$ cat src/rtl/uxr_pkg.sv
package uxr_pkg;
  localparam int DW = 8;
  localparam int AW = 3;

  typedef enum logic [3:0] {
    T_RXTX, T_DLL, T_IER, T_DLM, T_IIR_FCR, T_EFR, T_LCR,
    T_MCR, T_LSR, T_MSR, T_SCR, T_XCHAR
  } target_e;

  typedef struct packed {
    logic       auto_cts;
    logic       auto_rts;
    logic       spec_det;
    logic       enh_func;
    logic [1:0] tx_sel;
    logic [1:0] rx_sel;
  } feat_t;

  function automatic target_e decode(input logic [AW-1:0] a, input logic enh, input logic dlab);
    target_e t;
    case (a)
      3'd0: t = dlab ? T_DLL : T_RXTX;
      3'd1: t = dlab ? T_DLM : T_IER;
      3'd2: t = enh ? T_EFR : T_IIR_FCR;
      3'd3: t = T_LCR;
      3'd4: t = enh ? T_XCHAR : T_MCR;
      3'd5: t = enh ? T_XCHAR : T_LSR;
      3'd6: t = enh ? T_XCHAR : T_MSR;
      default: t = enh ? T_XCHAR : T_SCR;
    endcase
    return t;
  endfunction
endpackage

$ cat src/rtl/uxr_bank_sel.sv
module uxr_bank_sel
  import uxr_pkg::*;
#(
  parameter logic [DW-1:0] ENH_KEY = 8'hBF
) (
  input  logic [DW-1:0] lcr_q,
  input  logic [AW-1:0] addr,
  output logic          enh_mode,
  output target_e       tgt,
  output logic [1:0]    xidx
);
  localparam int DLAB_BIT = DW - 1;

  always_comb begin
    enh_mode = (lcr_q == ENH_KEY);
    tgt      = decode(addr, enh_mode, lcr_q[DLAB_BIT]);
    xidx     = addr[1:0];
  end
endmodule

$ cat src/rtl/uxr_std_regs.sv
module uxr_std_regs
  import uxr_pkg::*;
(
  input  logic          clk,
  input  logic          rst,
  input  logic          we,
  input  target_e       tgt,
  input  logic [DW-1:0] wdata,
  output logic [DW-1:0] lcr_q,
  output logic [DW-1:0] dll_q,
  output logic [DW-1:0] dlm_q,
  output logic [DW-1:0] ier_q,
  output logic [DW-1:0] fcr_q,
  output logic [DW-1:0] mcr_q,
  output logic [DW-1:0] scr_q,
  output logic [DW-1:0] thr_q
);
  always_ff @(posedge clk) begin
    if (rst) begin
      lcr_q <= '0; dll_q <= '0; dlm_q <= '0; ier_q <= '0;
      fcr_q <= '0; mcr_q <= '0; scr_q <= '0; thr_q <= '0;
    end else if (we) begin
      case (tgt)
        T_LCR:     lcr_q <= wdata;
        T_DLL:     dll_q <= wdata;
        T_DLM:     dlm_q <= wdata;
        T_IER:     ier_q <= wdata;
        T_IIR_FCR: fcr_q <= wdata;
        T_MCR:     mcr_q <= wdata;
        T_SCR:     scr_q <= wdata;
        T_RXTX:    thr_q <= wdata;
        default: ;
      endcase
    end
  end

  // line control keeps the written byte
  a_r8_lcr_written: assert property (@(posedge clk) disable iff (rst)
    (we && tgt == T_LCR) |=> (lcr_q == $past(wdata)));
  // divisor low byte loads through its offset
  a_r7_div_lo_load: assert property (@(posedge clk) disable iff (rst)
    (we && tgt == T_DLL) |=> (dll_q == $past(wdata)));
  // FIFO control loads only on its own target
  a_r5_fcr_hold: assert property (@(posedge clk) disable iff (rst)
    !(we && tgt == T_IIR_FCR) |=> $stable(fcr_q));
endmodule

$ cat src/rtl/uxr_enh_regs.sv
module uxr_enh_regs
  import uxr_pkg::*;
#(
  parameter int NUM_XCHAR = 4
) (
  input  logic          clk,
  input  logic          rst,
  input  logic          we,
  input  target_e       tgt,
  input  logic [1:0]    xidx,
  input  logic [DW-1:0] wdata,
  output feat_t         efr_q,
  output logic [DW-1:0] xchar_q [NUM_XCHAR]
);
  logic [NUM_XCHAR-1:0] xwe;

  always_ff @(posedge clk) begin
    if (rst) efr_q <= '0;
    else if (we && tgt == T_EFR) efr_q <= feat_t'(wdata);
  end

  for (genvar g = 0; g < NUM_XCHAR; g++) begin : g_xchar
    assign xwe[g] = we && (tgt == T_XCHAR) && (xidx == g[1:0]);
    always_ff @(posedge clk) begin
      if (rst) xchar_q[g] <= '0;
      else if (xwe[g]) xchar_q[g] <= wdata;
    end
  end

  // feature register takes write data
  a_r3_efr_load: assert property (@(posedge clk) disable iff (rst)
    (we && tgt == T_EFR) |=> (efr_q == $past(wdata)));
  // feature register retained without a write to it
  a_r9_efr_retain: assert property (@(posedge clk) disable iff (rst)
    !(we && tgt == T_EFR) |=> $stable(efr_q));
  // at most one flow character written per cycle
  a_r4_xchar_onehot: assert property (@(posedge clk) disable iff (rst)
    $onehot0(xwe));
  // no flow character changes outside the extended bank
  a_r6_xchar_untouched: assert property (@(posedge clk) disable iff (rst)
    (tgt != T_XCHAR) |=> $stable(xchar_q[0]) && $stable(xchar_q[NUM_XCHAR-1]));
endmodule

$ cat src/rtl/uxr_read_mux.sv
module uxr_read_mux
  import uxr_pkg::*;
#(
  parameter int NUM_XCHAR = 4
) (
  input  logic          clk,
  input  logic          rst,
  input  logic          re,
  input  target_e       tgt,
  input  logic [1:0]    xidx,
  input  logic [DW-1:0] rx_data,
  input  logic [DW-1:0] iir,
  input  logic [DW-1:0] lsr,
  input  logic [DW-1:0] msr,
  input  logic [DW-1:0] lcr_q,
  input  logic [DW-1:0] dll_q,
  input  logic [DW-1:0] dlm_q,
  input  logic [DW-1:0] ier_q,
  input  logic [DW-1:0] mcr_q,
  input  logic [DW-1:0] scr_q,
  input  feat_t         efr_q,
  input  logic [DW-1:0] xchar_q [NUM_XCHAR],
  output logic [DW-1:0] rdata
);
  logic [DW-1:0] rd_next;

  always_comb begin
    case (tgt)
      T_RXTX:    rd_next = rx_data;
      T_DLL:     rd_next = dll_q;
      T_IER:     rd_next = ier_q;
      T_DLM:     rd_next = dlm_q;
      T_IIR_FCR: rd_next = iir;
      T_EFR:     rd_next = efr_q;
      T_LCR:     rd_next = lcr_q;
      T_MCR:     rd_next = mcr_q;
      T_LSR:     rd_next = lsr;
      T_MSR:     rd_next = msr;
      T_SCR:     rd_next = scr_q;
      T_XCHAR:   rd_next = xchar_q[xidx];
      default:   rd_next = '0;
    endcase
  end

  always_ff @(posedge clk) begin
    if (rst) rdata <= '0;
    else if (re) rdata <= rd_next;
  end

  // read data holds when not reading
  a_r10_hold: assert property (@(posedge clk) disable iff (rst)
    !re |=> $stable(rdata));
  // line status passes through on a read
  a_r6_lsr_read: assert property (@(posedge clk) disable iff (rst)
    (re && tgt == T_LSR) |=> (rdata == $past(lsr)));
endmodule

$ cat src/rtl/uart_xreg_decoder.sv
module uart_xreg_decoder
  import uxr_pkg::*;
#(
  parameter logic [7:0] ENH_KEY   = 8'hBF,
  parameter int         NUM_XCHAR = 4
) (
  input  logic       clk,
  input  logic       rst,
  input  logic [2:0] addr_i,
  input  logic       wr_i,
  input  logic       rd_i,
  input  logic [7:0] wdata_i,
  input  logic [7:0] rx_data_i,
  input  logic [7:0] iir_i,
  input  logic [7:0] lsr_i,
  input  logic [7:0] msr_i,
  output logic [7:0] rdata_o,
  output logic       enh_mode_o,
  output logic [7:0] lcr_o,
  output logic [7:0] div_lo_o,
  output logic [7:0] div_hi_o,
  output logic [7:0] ier_o,
  output logic [7:0] fcr_o,
  output logic [7:0] mcr_o,
  output logic [7:0] thr_o,
  output logic       auto_cts_o,
  output logic       auto_rts_o,
  output logic       spec_det_o,
  output logic       enh_func_o,
  output logic [1:0] tx_flow_sel_o,
  output logic [1:0] rx_flow_sel_o,
  output logic [7:0] xon1_o,
  output logic [7:0] xon2_o,
  output logic [7:0] xoff1_o,
  output logic [7:0] xoff2_o
);
  target_e       tgt;
  logic [1:0]    xidx;
  logic [DW-1:0] lcr_q, scr_q;
  feat_t         efr_q;
  logic [DW-1:0] xchar_q [NUM_XCHAR];

  uxr_bank_sel #(.ENH_KEY(ENH_KEY)) u_sel (
    .lcr_q(lcr_q), .addr(addr_i), .enh_mode(enh_mode_o), .tgt(tgt), .xidx(xidx)
  );

  uxr_std_regs u_std (
    .clk(clk), .rst(rst), .we(wr_i), .tgt(tgt), .wdata(wdata_i),
    .lcr_q(lcr_q), .dll_q(div_lo_o), .dlm_q(div_hi_o), .ier_q(ier_o),
    .fcr_q(fcr_o), .mcr_q(mcr_o), .scr_q(scr_q), .thr_q(thr_o)
  );

  uxr_enh_regs #(.NUM_XCHAR(NUM_XCHAR)) u_enh (
    .clk(clk), .rst(rst), .we(wr_i), .tgt(tgt), .xidx(xidx), .wdata(wdata_i),
    .efr_q(efr_q), .xchar_q(xchar_q)
  );

  uxr_read_mux #(.NUM_XCHAR(NUM_XCHAR)) u_rd (
    .clk(clk), .rst(rst), .re(rd_i), .tgt(tgt), .xidx(xidx),
    .rx_data(rx_data_i), .iir(iir_i), .lsr(lsr_i), .msr(msr_i),
    .lcr_q(lcr_q), .dll_q(div_lo_o), .dlm_q(div_hi_o), .ier_q(ier_o),
    .mcr_q(mcr_o), .scr_q(scr_q), .efr_q(efr_q), .xchar_q(xchar_q),
    .rdata(rdata_o)
  );

  assign lcr_o         = lcr_q;
  assign auto_cts_o    = efr_q.auto_cts;
  assign auto_rts_o    = efr_q.auto_rts;
  assign spec_det_o    = efr_q.spec_det;
  assign enh_func_o    = efr_q.enh_func;
  assign tx_flow_sel_o = efr_q.tx_sel;
  assign rx_flow_sel_o = efr_q.rx_sel;
  assign xon1_o        = xchar_q[0];
  assign xon2_o        = xchar_q[1];
  assign xoff1_o       = xchar_q[2];
  assign xoff2_o       = xchar_q[NUM_XCHAR-1];

  // key write enters the extended bank
  a_r2_key_enters: assert property (@(posedge clk) disable iff (rst)
    (wr_i && addr_i == 3'd3 && wdata_i == ENH_KEY) |=> enh_mode_o);
  // any other line control write leaves it
  a_r2_other_leaves: assert property (@(posedge clk) disable iff (rst)
    (wr_i && addr_i == 3'd3 && wdata_i != ENH_KEY) |=> !enh_mode_o);
endmodule

$ cat config.mk
export PLATFORM = sky130hd
export DESIGN_NAME = uart_xreg_decoder
export DESIGN_NICKNAME = d
export VERILOG_FILES = /design/src/rtl/uxr_pkg.sv /design/src/rtl/uxr_bank_sel.sv /design/src/rtl/uxr_std_regs.sv /design/src/rtl/uxr_enh_regs.sv /design/src/rtl/uxr_read_mux.sv /design/src/rtl/uart_xreg_decoder.sv
export SDC_FILE = /design/constraint.sdc
export NUM_CORES = 1
export LEC_CHECK = 0
export BUFFER_PORTS_ARGS = -buffer_cell sky130_fd_sc_hd__buf_2
export CAP_MARGIN = 20
export CORE_ASPECT_RATIO = 0.8
export CORE_MARGIN = 10
export CORE_UTILIZATION = 29
export DETAILED_ROUTE_END_ITERATION = 10
export PLACE_DENSITY = 0.53
export SYNTH_ARGS = -nofsm -noshare
export SYNTH_HDL_FRONTEND = slang
export SYNTH_SLANG_ARGS = --single-unit
$ cat constraint.sdc
create_clock -name clk -period 1.72 [get_ports clk]
set_input_delay 0.172 -clock clk [delete_from_list [all_inputs] [get_ports clk]]
set_output_delay 0.172 -clock clk [all_outputs]
set_load 0.02 [all_outputs]
==> out/qor.tcl <==
set qor(status) {finished, violations left}
set qor(violated_checks) {negative setup slack}
set qor(largest_delay_share_family_worst_path) {compound AO/OA/AOI/OAI gates}
set qor(timing.hold.worst.start) {rx_data_i[6]}
set qor(htree_num_levels) 3
set qor(static-leakage-power_nw) 3.36
set qor(vias) 5468
set qor(drcViolationCount) 0
set qor(post_cts_hold_fix_bufs) 0
set qor(cp_data_required_time_ns) 2.00
set qor(post_synth_design_cell_area_um2) 5510
set qor(ys_seq_area_frac) 0.407
set qor(fin_total_pwr_mw) 5.45
set qor(design_area_um2) 7780
set qor(vdd.ir_drop.worst_mv) 0.459
set qor(post-route-period-util) 1.03
set qor(cts.reportedPaths.clkPinSlew_ns) 0.08
set qor(synth.ff_latch_count) 112
set qor(antenna_diode_count) 0
set qor(crit_path_max_incr_delay_ns) 0.34
set qor(finalClockSkew_ns) 0.00690
set qor(finalSetupTns_ns) -0.325
set qor(final.fill_count) 1888
set qor(critical_path.reg2reg.startpoint) {u_std.lcr_q[6]}
set qor(fp.coreArea_um2) 18400
set qor(ys_dominant_reg_cell) {sky130_fd_sc_hd__dfxtp_1}
set qor(drt-wirelength-per-cell_um) 21.2
set qor(crit_path_launch_type) {flop}
set qor(setup_violations) 13
set qor(floorplan.initialDensity) 0.299
set qor(critical-path-slowest-cell) {sky130_fd_sc_hd__dfxtp_4}
set qor(placementRows) 44
set qor(ys_warn_count) 0
set qor(syn_area_per_cell_um2) 9.12
set qor(synth_top_cell_area_share) 0.407
set qor(powerDensity_nw_per_um2) 701
set qor(critical_path.cell_chain) {and4b_1 -> buf_12 -> nand2_8 -> o221a_4 -> mux2_4 -> a311oi_2}
set qor(port-buffer-count) 151
set qor(synth_edf_count) 0
set qor(holdPathStages) 3
set qor(ys_async_sr_fraction) 0
set qor(globalRouteTotalUtil) 0.178
set qor(yosys.area.top_type) {sky130_fd_sc_hd__dfxtp_1}
set qor(cts_max_path_buffers) 2
set qor(final_max_slew_viol_count) 0
set qor(cts_root_buf) {sky130_fd_sc_hd__clkbuf_16}
set qor(dieArea_um2) 24900
set qor(chipHeight_um) 143
set qor(drt_first_iter_violations) 514
set qor(tritoncts) {yes}
set qor(synthesis.nets) 651
set qor(reg2regPathDepth) 6
set qor(io_pins) 152
set qor(multi_input_comb_area_um2) 3210
set qor(final_net_count) 863
set qor(cts-buffers-inserted) 9
set qor(min-delay-path-class) {in2reg}
set qor(setup.reg_to_reg.worst_slack_ns) -0.06
set qor(finalWorstSetupSlack_ns) -0.0588
set qor(wire_length_after_detailed_routing_um) 22800
set qor(netlist_top_cells_count) {112 x sky130_fd_sc_hd__dfxtp_1, 85 x sky130_fd_sc_hd__mux2i_1, 81 x sky130_fd_sc_hd__nor2_1}
set qor(critPathKind) {reg2reg}
set qor(die_width_um) 174
set qor(timing.critical_path.fanout_max) 7
set qor(drive_gt1_frac) 0.421
set qor(crit_buf_inv) 1
set qor(layout-area-overhead-vs-synth_pct) 41.3
set qor(vias_in_the_first_global_route) 5358
set qor(report.final.hold_viol_count) 0
set qor(gp_congestion) 0.939
set qor(timing.hold.worst_endpoint) {u_rd.rdata[6]}
set qor(initial_antenna_violation_count) 0
set qor(grt-ovfl-total) 0
set qor(place_hpwl_um) 17400
set qor(cap_violations) 0
set qor(grt_pass1_wl_um) 34300
set qor(synthDistinctLibCells) 65
set qor(clock_sinks) 112
set qor(relSlewSlack) 0.590
set qor(cp_data_arrival_time_ns) 2.06
set qor(clk-insertion-delay-late_ns) 0.36
set qor(antenna_left) 0
set qor(critPathCaptureType) {flop}
set qor(syn-instance-count) 604
set qor(unrepaired_setup_endpoints_after_global_routing) {yes}
set qor(seqCellArea_um2) 2260
set qor(grt_start_max_net_pins) 47
set qor(slew_at_the_pin_closest_to_its_max_slew_limit_ns) 0.615
set qor(final_core_util) 0.423
set qor(post-synth-top-count-cell) {sky130_fd_sc_hd__dfxtp_1}
set qor(worstReg2RegEnd) {u_rd.rdata[3]}
set qor(netlist_top_cells_area) {sky130_fd_sc_hd__dfxtp_1 41%, sky130_fd_sc_hd__mux2i_1 15%, sky130_fd_sc_hd__nor2_1 5.5%}
set qor(dpl_cell_area_um2) 7190
set qor(drt_first_pass_iters) 5
set qor(maxClockFrequency_mhz) 562
set qor(min_period_ns) 1.78
set qor(vias_per_cell) 5.09
## power breakdown
| group | internal [mW] | switching (mW) |
|---|---|---|
| combinational | 0.295 | 0.447 |
| clock | 1.00 | 1.06 |
| sequential | 2.62 | 0.0256 |
| total | 3.92 | 1.53 |
## metrics by stage
step	hold slack, ns	cells	setup WS, ns
floorplan	0.320	604	-0.0399
global placement	0.465	1050	-0.166
detailed placement	0.471	1050	-0.168
CTS	0.135	1071	-0.0521
global route	0.139	1074	-0.123
finish	0.143	1074	-0.0588
## flip-flops by register name (all words and copies together) (netlist names)
signal	cells
u_std.thr_q	8
u_enh.efr_q	8
u_rd.rdata	8
u_std.lcr_q	8
u_std.dll_q	8
u_std.scr_q	8
u_std.dlm_q	8
u_std.ier_q	8
u_std.fcr_q	8
u_std.mcr_q	8
u_enh.xchar_q	32
## kinds of logic (layout without fill, tap and decap cells)
group / Yosys count / in the layout / share of synthesized area
multiplexers: 98 / 98 / 0.195
flip-flops: 112 / 112 / 0.407
AO/OA/AOI/OAI: 118 / 118 / 0.151
buffers and inverters: 61 / 278 / 0.0539
AND/OR/NAND/NOR: 215 / 215 / 0.193
## worst max-delay path by stage
stage                     slack [ns]  cells past startpoint            from             end
after detailed placement       -0.17                      7       addr_i[2]   u_rd.rdata[4]
final                          -0.06                      6  u_std.lcr_q[6]   u_rd.rdata[3]
after global routing           -0.12                      9  u_std.lcr_q[6]  u_enh.efr_q[1]
after global placement         -0.17                      7       addr_i[2]   u_rd.rdata[1]
after CTS                      -0.05                      6  u_std.lcr_q[6]   u_rd.rdata[3]
after floorplan                -0.04                     10  u_std.lcr_q[7]   u_rd.rdata[7]
## cell usage in the layout, fill, tap and decap left out, types with 4 or more instances in the layout
cell	instances
sky130_fd_sc_hd__buf_2	149
sky130_fd_sc_hd__dfxtp_1	104
sky130_fd_sc_hd__mux2i_1	83
sky130_fd_sc_hd__buf_4	83
sky130_fd_sc_hd__nor2_1	79
sky130_fd_sc_hd__nand2_1	45
sky130_fd_sc_hd__a21oi_1	36
sky130_fd_sc_hd__nand3_1	35
sky130_fd_sc_hd__buf_6	15
sky130_fd_sc_hd__clkbuf_16	9
sky130_fd_sc_hd__o21ai_0	8
sky130_fd_sc_hd__o21ai_1	8
sky130_fd_sc_hd__inv_1	7
sky130_fd_sc_hd__nand2b_1	7
sky130_fd_sc_hd__a31oi_1	7
sky130_fd_sc_hd__buf_12	7
sky130_fd_sc_hd__a21oi_2	6
sky130_fd_sc_hd__mux4_2	6
sky130_fd_sc_hd__dfxtp_2	6
sky130_fd_sc_hd__and3_1	5
sky130_fd_sc_hd__nand3_2	5
sky130_fd_sc_hd__o21bai_1	5
sky130_fd_sc_hd__nand4_1	4
sky130_fd_sc_hd__nor3b_2	4
sky130_fd_sc_hd__mux2_2	4
sky130_fd_sc_hd__nor3b_1	4
sky130_fd_sc_hd__a32oi_1	4
sky130_fd_sc_hd__a32o_1	4
## worst register-to-register path, cell delays in order, from the launching register on
cell                       delay [ns]
sky130_fd_sc_hd__dfxtp_4         0.34
sky130_fd_sc_hd__and4b_1         0.29
sky130_fd_sc_hd__buf_12          0.16
sky130_fd_sc_hd__nand2_8         0.09
sky130_fd_sc_hd__o221a_4         0.32
sky130_fd_sc_hd__mux2_4          0.31
sky130_fd_sc_hd__a311oi_2        0.19
## final cells by class
| type | instances | area share |
|---|---|---|
| multi-input cells | 431 | 0.413 |
| repair buffers | 254 | 0.216 |
| clock inverters | 7 | 0.00691 |
| flip-flops and latches | 112 | 0.290 |
| inverters | 8 | 0.00482 |
| well taps | 253 | 0.0407 |
| clock buffers | 9 | 0.0289 |
## metal layers
layer / wire [um] / share of wire / up-vias / GRT usage
met2: 9860 / 0.43 / 199 / 0.264
met3: 1760 / 0.077 / 27 / 0.0598
met4: 425 / 0.019 / 0 / 0.0440
li1: - / - / 2598 / -
met1: 10800 / 0.47 / 2644 / 0.243
met5: 0 / 0 / - / 0
## repair_timing
action | 4_1_cts | 5_1_grt
resized for setup | 33 | 30
pin swaps | 12 | 3
buffers inserted | 5 | 3
hold endpoints to repair | 0 | 0
endpoints found under the setup margin | 35 | 54
Power figures use the tool's default switching activity.
